File: src/rtl/sio_cfg_pkg.sv
package sio_cfg_pkg;

    localparam int DATA_W  = 8;
    localparam int IDX_W   = 8;
    localparam int ENTRIES = 1 << IDX_W;

    typedef logic [DATA_W-1:0] byte_t;
    typedef logic [IDX_W-1:0]  idx_t;

    // access width encoding on io_size
    localparam logic [1:0] SZ_BYTE  = 2'd0;
    localparam logic [1:0] SZ_WORD  = 2'd1;
    localparam logic [1:0] SZ_DWORD = 2'd2;

    // value returned by a read that the window refuses
    localparam byte_t FLOAT_READ = 8'hFF;

    // table slots with a defined power-up value
    localparam idx_t SLOT_DEVID  = 8'hE0;
    localparam idx_t SLOT_FUNSEL = 8'hE2;
    localparam idx_t SLOT_FDC    = 8'hE3;
    localparam idx_t SLOT_LPT    = 8'hE6;
    localparam idx_t SLOT_COM1   = 8'hE7;
    localparam idx_t SLOT_COM2   = 8'hE8;

    typedef enum logic [2:0] {
        ACC_NONE,
        ACC_IDX_WR,
        ACC_DAT_WR,
        ACC_IDX_RD,
        ACC_DAT_RD,
        ACC_FLOAT_RD
    } acc_kind_e;

    typedef struct packed {
        acc_kind_e kind;
        byte_t     data;
    } acc_t;

    function automatic byte_t slot_reset_value(idx_t slot);
        byte_t v;
        unique case (slot)
            SLOT_DEVID:  v = 8'h3C;
            SLOT_FUNSEL: v = 8'h03;
            SLOT_FDC:    v = 8'hFC;
            SLOT_LPT:    v = 8'hDE;
            SLOT_COM1:   v = 8'hFE;
            SLOT_COM2:   v = 8'hBE;
            default:     v = '0;
        endcase
        return v;
    endfunction

    function automatic logic acc_is_read(acc_kind_e k);
        return (k == ACC_IDX_RD) || (k == ACC_DAT_RD) || (k == ACC_FLOAT_RD);
    endfunction

endpackage

File: src/rtl/sio_cfg_decode.sv
module sio_cfg_decode
    import sio_cfg_pkg::*;
#(
    parameter int          ADDR_W = 16,
    parameter logic [15:0] BASE   = 16'h03F0
) (
    input  logic              cfg_en,
    input  logic [ADDR_W-1:0] io_addr,
    input  logic [1:0]        io_size,
    input  logic              io_wr,
    input  logic              io_rd,
    input  byte_t             io_wdata,
    output acc_t              acc
);

    localparam logic [ADDR_W-1:0] IDX_ADDR = ADDR_W'(BASE);
    localparam logic [ADDR_W-1:0] DAT_ADDR = ADDR_W'(BASE) + ADDR_W'(1);

    logic hit_idx, hit_dat, open_ok;

    assign hit_idx = (io_addr == IDX_ADDR);
    assign hit_dat = (io_addr == DAT_ADDR);
    assign open_ok = cfg_en && (io_size == SZ_BYTE);

    always_comb begin
        acc.kind = ACC_NONE;
        acc.data = io_wdata;
        if (io_wr) begin
            if (open_ok && hit_idx)      acc.kind = ACC_IDX_WR;
            else if (open_ok && hit_dat) acc.kind = ACC_DAT_WR;
        end else if (io_rd && (hit_idx || hit_dat)) begin
            if (!open_ok)     acc.kind = ACC_FLOAT_RD;
            else if (hit_idx) acc.kind = ACC_IDX_RD;
            else              acc.kind = ACC_DAT_RD;
        end
    end

endmodule

File: src/rtl/sio_cfg_index.sv
module sio_cfg_index
    import sio_cfg_pkg::*;
(
    input  logic clk,
    input  logic rst,
    input  logic load,
    input  byte_t load_val,
    output idx_t idx_q
);

    always_ff @(posedge clk) begin
        if (rst)       idx_q <= '0;
        else if (load) idx_q <= idx_t'(load_val);
    end

endmodule

File: src/rtl/sio_cfg_table.sv
module sio_cfg_table
    import sio_cfg_pkg::*;
#(
    parameter logic [ENTRIES-1:0] LOCK_MASK = ENTRIES'(1) << SLOT_DEVID
) (
    input  logic  clk,
    input  logic  rst,
    input  logic  we,
    input  idx_t  waddr,
    input  byte_t wdata,
    input  idx_t  raddr,
    output byte_t rdata
);

    byte_t mem [ENTRIES];
    logic  wr_allowed;

    assign wr_allowed = we && !LOCK_MASK[waddr];

    always_ff @(posedge clk) begin
        if (rst) begin
            for (int i = 0; i < ENTRIES; i++) mem[i] <= slot_reset_value(idx_t'(i));
        end else if (wr_allowed) begin
            mem[waddr] <= wdata;
        end
    end

    assign rdata = mem[raddr];

    // an accepted write lands in the addressed slot
    assert_store_R2: assert property (@(posedge clk) disable iff (rst)
        (we && !LOCK_MASK[waddr]) |=> mem[$past(waddr)] == $past(wdata));

    // a protected slot keeps its value across a write attempt
    assert_locked_R6: assert property (@(posedge clk) disable iff (rst)
        (we && LOCK_MASK[waddr]) |=> mem[$past(waddr)] == $past(mem[waddr]));

endmodule

File: src/rtl/sio_cfg_port.sv
module sio_cfg_port
    import sio_cfg_pkg::*;
#(
    parameter int          ADDR_W = 16,
    parameter logic [15:0] BASE   = 16'h03F0
) (
    input  logic              clk,
    input  logic              rst,
    input  logic              cfg_en,
    input  logic [ADDR_W-1:0] io_addr,
    input  logic [1:0]        io_size,
    input  logic              io_wr,
    input  logic              io_rd,
    input  logic [7:0]        io_wdata,
    output logic              rd_valid,
    output logic [7:0]        rd_data
);

    acc_t  acc;
    idx_t  idx_q;
    byte_t tbl_rdata;
    byte_t rd_next;

    sio_cfg_decode #(.ADDR_W(ADDR_W), .BASE(BASE)) u_decode (
        .cfg_en   (cfg_en),
        .io_addr  (io_addr),
        .io_size  (io_size),
        .io_wr    (io_wr),
        .io_rd    (io_rd),
        .io_wdata (io_wdata),
        .acc      (acc)
    );

    sio_cfg_index u_index (
        .clk      (clk),
        .rst      (rst),
        .load     (acc.kind == ACC_IDX_WR),
        .load_val (acc.data),
        .idx_q    (idx_q)
    );

    sio_cfg_table u_table (
        .clk   (clk),
        .rst   (rst),
        .we    (acc.kind == ACC_DAT_WR),
        .waddr (idx_q),
        .wdata (acc.data),
        .raddr (idx_q),
        .rdata (tbl_rdata)
    );

    always_comb begin
        unique case (acc.kind)
            ACC_IDX_RD: rd_next = byte_t'(idx_q);
            ACC_DAT_RD: rd_next = tbl_rdata;
            default:    rd_next = FLOAT_READ;
        endcase
    end

    always_ff @(posedge clk) begin
        if (rst) begin
            rd_valid <= 1'b0;
            rd_data  <= '0;
        end else begin
            rd_valid <= acc_is_read(acc.kind);
            if (acc_is_read(acc.kind)) rd_data <= rd_next;
        end
    end

    // a read strobe on the pair yields a valid pulse on the next edge
    assert_valid_follows_R3: assert property (@(posedge clk) disable iff (rst)
        (io_rd && !io_wr && (io_addr == ADDR_W'(BASE) || io_addr == ADDR_W'(BASE) + ADDR_W'(1)))
        |=> rd_valid);

    // no valid pulse without a strobe on the pair
    assert_no_stray_valid_R9: assert property (@(posedge clk) disable iff (rst)
        !(io_rd && (io_addr == ADDR_W'(BASE) || io_addr == ADDR_W'(BASE) + ADDR_W'(1)))
        |=> !rd_valid);

    // a closed window returns the float value and holds the index
    assert_closed_read_R7: assert property (@(posedge clk) disable iff (rst)
        (io_rd && !io_wr && !cfg_en && (io_addr == ADDR_W'(BASE) + ADDR_W'(1)))
        |=> rd_data == 8'hFF);

    assert_closed_index_R7: assert property (@(posedge clk) disable iff (rst)
        !cfg_en |=> $stable(idx_q));

    // a wide read is refused
    assert_wide_read_R8: assert property (@(posedge clk) disable iff (rst)
        (io_rd && !io_wr && io_size != 2'd0 && (io_addr == ADDR_W'(BASE)))
        |=> rd_data == 8'hFF);

endmodule

File: config.mk
export PLATFORM = sky130hd
export DESIGN_NAME = sio_cfg_port
export DESIGN_NICKNAME = d
export VERILOG_FILES = /design/src/rtl/sio_cfg_pkg.sv /design/src/rtl/sio_cfg_decode.sv /design/src/rtl/sio_cfg_index.sv /design/src/rtl/sio_cfg_table.sv /design/src/rtl/sio_cfg_port.sv
export SDC_FILE = /design/constraint.sdc
export NUM_CORES = 2
export LEC_CHECK = 0
export ABC_AREA = 0
export BUFFER_PORTS_ARGS = -buffer_cell sky130_fd_sc_hd__buf_2
export CELL_PAD_IN_SITES_DETAIL_PLACEMENT = 1
export CELL_PAD_IN_SITES_GLOBAL_PLACEMENT = 1
export CORE_ASPECT_RATIO = 1.75
export CORE_UTILIZATION = 54
export CTS_CLUSTER_DIAMETER = 80
export DETAILED_ROUTE_END_ITERATION = 8
export MAX_ROUTING_LAYER = met4
export PLACE_DENSITY = 0.76
export SLEW_MARGIN = 20
export SYNTH_ARGS = -nofsm -noshare
export SYNTH_HDL_FRONTEND = slang
export SYNTH_SLANG_ARGS = --single-unit
File: constraint.sdc
create_clock -name clk -period 4.82 [get_ports clk]
set_clock_uncertainty 0.2 [all_clocks]
set_input_delay 0.964 -clock clk [delete_from_list [all_inputs] [get_ports clk]]
set_output_delay 0.964 -clock clk [all_outputs]
set_load 0.005 [all_outputs]
==> impl_results.md <==
- Status: finished with violations
- Violated checks: design-rule violations
- Number of library cell types mapped by synthesis: 72
- Met3 usage in global routing: 9.023%
- Largest area contributor in the netlist: edfxtp_1
- Share of layout cells above drive strength 1: 18.51%
- Int Power: 29.09 mW
- Mapped Cells: 6813
- Port Buffers: 39
- Gate power share: 3.9%
- Layout area overhead: 12.74%
- Row count: 200
- Yosys reg bits: 2074
- FFs w/ async S/R, synth: 0%
- Net load switching power: 7.903 mW
- Vias in the first global route: 65710
- Fillers: 15860
- Nets@finish: 7048
- Critical path arrival: 4.96 ns
- Worst hold path type: input port to flop
- Worst Setup Start Kind: flop
- Synth top area cells: edfxtp_1, nor2_1, mux4_2
- CTS root buffer: clkbuf_16
- Main synth FF type: edfxtp_1
- Hold Path Depth: 3
- Period utilization: 89.84%
- Global Route Usage Sum: 44.34%
- Hold buffers post-CTS: 0
- Setup violators final: 0
- Post-detail-place hpwl: 258300 µm
- Met1 Track Usage GR: 51.02%
- Critical path type: flop to flop
- Flop pwr share: 56.5%
- GR peak layer: met2
- Synth Cell Area: 91930 µm²
- Drt first pass iters: 8
- Grt met2 use: 67.74%
- TritonCTS Buffers: 189
- Initial Utilization: 54.26%
- DR WL/cell: 39.22 µm
- Vias/cell: 6.969
- First-pass GRT wire length: 506600 µm
- Post-CTS sizing: 0
- Fin. max-slew vios: 0
- Detailed-route wire length: 368500 µm
- Die height: 547.8 µm
- Fmax: 230.9 MHz
- Die area: 172000 µm²
- Initial antenna violation count: 31
- Clock-pin slew on the worst setup and hold paths: 0.07 ns
- Syn avg cell area: 13.49 µm²
- Seq/Total Area, Yosys: 67.47%
- Vias: 65480
- Placeable Area: 169400 µm²
- Leakage Power: 31.12 nW
- Maxcap violations: 0
- Commonest non-fill, non-tap cell in the layout: nor2_1
- Commonest cells after routing, fill and taps aside: nor2_1, edfxtp_1, buf_4
- Post-CTS setup buffer count: 0
- Top-level I/O count: 40
- Skew-Pair Late Insertion Delay: 0.88 ns
- Required time of the worst setup path: 5.45 ns
- Routability Congestion: 1.034
- Initial DRC count: 10580
- Worst reg-to-reg path cell count: 9
- Sink Count: 2074
- H-tree levels: 4
- Synth Net Count: 6844
- TritonCTS clock tree: built
- VDD IR max: 0.3611 mV
- Pwr dens: 356.9 nW/µm²
- Relative slew margins: 18.02%
- Switching Share: 21.36%
- Post-Route Setup TNS: 0 ns
- GRT overflow: 0
- Yosys top cell area share: 66.90%
- Yosys warns: 0
- Hold Fails Final Rpt: 0
- Largest net degree at the start of global routing: 173
- DRC: 2
- Antenna Nets Post-Route: 0
- Crit Path Max Fanout: 27
- Chip width: 313.9 µm
- RSZ-0062 raised after global routing: no
- Clock power share: 39.6%
- EDFF count, synth: 2048
- Clock Tree Buf Depth: 4
- Tot Pwr: 36.99 mW
- Slew @ Worst Pin: 1.217 ns
- Fin crit period: 4.330 ns
- CP Capture Type: flop
-- synthesized netlist by cell type (4+ instances only) --
| master | n |
|---|---|
| a2111oi_0 | 4 |
| a211oi_1 | 11 |
| a21o_1 | 5 |
| a21oi_1 | 62 |
| a221o_1 | 36 |
| a221oi_1 | 163 |
| a22oi_1 | 44 |
| a311oi_1 | 7 |
| a31o_2 | 5 |
| a31oi_1 | 8 |
| and2_1 | 4 |
| buf_1 | 81 |
| buf_2 | 78 |
| buf_4 | 4 |
| clkbuf_1 | 510 |
| dfxtp_1 | 26 |
| edfxtp_1 | 2048 |
| inv_1 | 5 |
| mux2_2 | 15 |
| mux2i_1 | 423 |
| mux4_2 | 307 |
| nand2_1 | 182 |
| nand2b_1 | 21 |
| nand3_1 | 59 |
| nand4_1 | 22 |
| nor2_1 | 2094 |
| nor2b_1 | 16 |
| nor3_1 | 42 |
| nor4_1 | 15 |
| o2111ai_1 | 9 |
| o211ai_1 | 16 |
| o21ai_0 | 92 |
| o21bai_1 | 262 |
| o22ai_1 | 9 |
| o311ai_0 | 4 |
| o31ai_1 | 20 |
| or2_2 | 15 |
| or3_1 | 42 |
-- per-stage QoR --
step	worst slack [ns]	util, %	hold slack, ns	area, µm²	std cells
2_1_floorplan	0.5482	-	0.2871	91930	6813
3_3_place_gp	0.07732	57.76	0.3992	97850	9048
3_5_place_dp	0.2170	57.76	0.4180	97850	9048
4_1_cts	0.5855	61.14	0.2414	103600	9374
5_1_grt	0.3765	61.17	0.2830	103600	9391
6_report	0.4898	61.18	0.2650	103600	9396
-- power by group through the flow --
stage                     combinational (mW)  sequential (mW)  clock [mW]
after floorplan                        0.699             21.1           0
after global placement                  1.31             21.2           0
after detailed placement                1.37             21.3           0
after CTS                               1.38             20.9        14.6
after global routing                    1.45             21.0        15.2
final                                   1.43             20.9        14.7
-- critical path: stages, from the launching register on --
cell	delay, ns
dfxtp_4	0.94
buf_12	0.28
buf_4	0.30
mux2i_1	0.17
a221oi_1	0.52
o22ai_1	0.14
a2111oi_0	0.65
o311ai_1	0.46
a41oi_1	0.37
a21o_1	0.10
-- final cells by class --
cell class / instances / area [µm²] / share of cell area (%)
clock inverter: 99 / 783.3 / 0.7557
inverter: 6 / 27.53 / 0.02656
timing repair buffer: 687 / 5532 / 5.337
antenna: 22 / 55.05 / 0.05312
clock buffer: 227 / 4957 / 4.783
tap: 2222 / 2780 / 2.683
sequential: 2074 / 62040 / 59.86
multi-input combinational: 4059 / 27470 / 26.51
-- worst paths after layout --
kind                                   from          to  slack, ns
worst min register to register   rd_data[6]  rd_data[6]       0.44
worst max register to register         flop  rd_data[7]       0.49
worst min-delay path            io_addr[10]    rd_valid       0.27
worst max-delay path                   flop  rd_data[7]       0.49
-- layer usage --
layer	wire length (µm)	up-vias	share of wire, %
li1	-	25530	-
met1	117000	33210	32
met2	172200	5174	47
met3	42180	1578	11
met4	37020	0	10
met5	0	-	0
-- kinds of logic (layout without fill, tap and decap cells) --
| group | after synthesis | in the layout | share of synthesized area (%) |
|---|---|---|---|
| multiplexers | 745 | 745 | 12.31 |
| other | 0 | 22 | 0 |
| flip-flops | 2074 | 2074 | 67.47 |
| buffers and inverters | 680 | 1019 | 2.907 |
| AO/OA/AOI/OAI | 780 | 780 | 6.329 |
| AND/OR/NAND/NOR | 2534 | 2534 | 10.99 |
-- flip-flops by register name (all words and copies together), names as in the netlist, named ones only --
register and flops:
u_index.idx_q 8, rd_data 8, u_table.mem 2048, rd_valid 1
(Power assumes the default switching activity.)
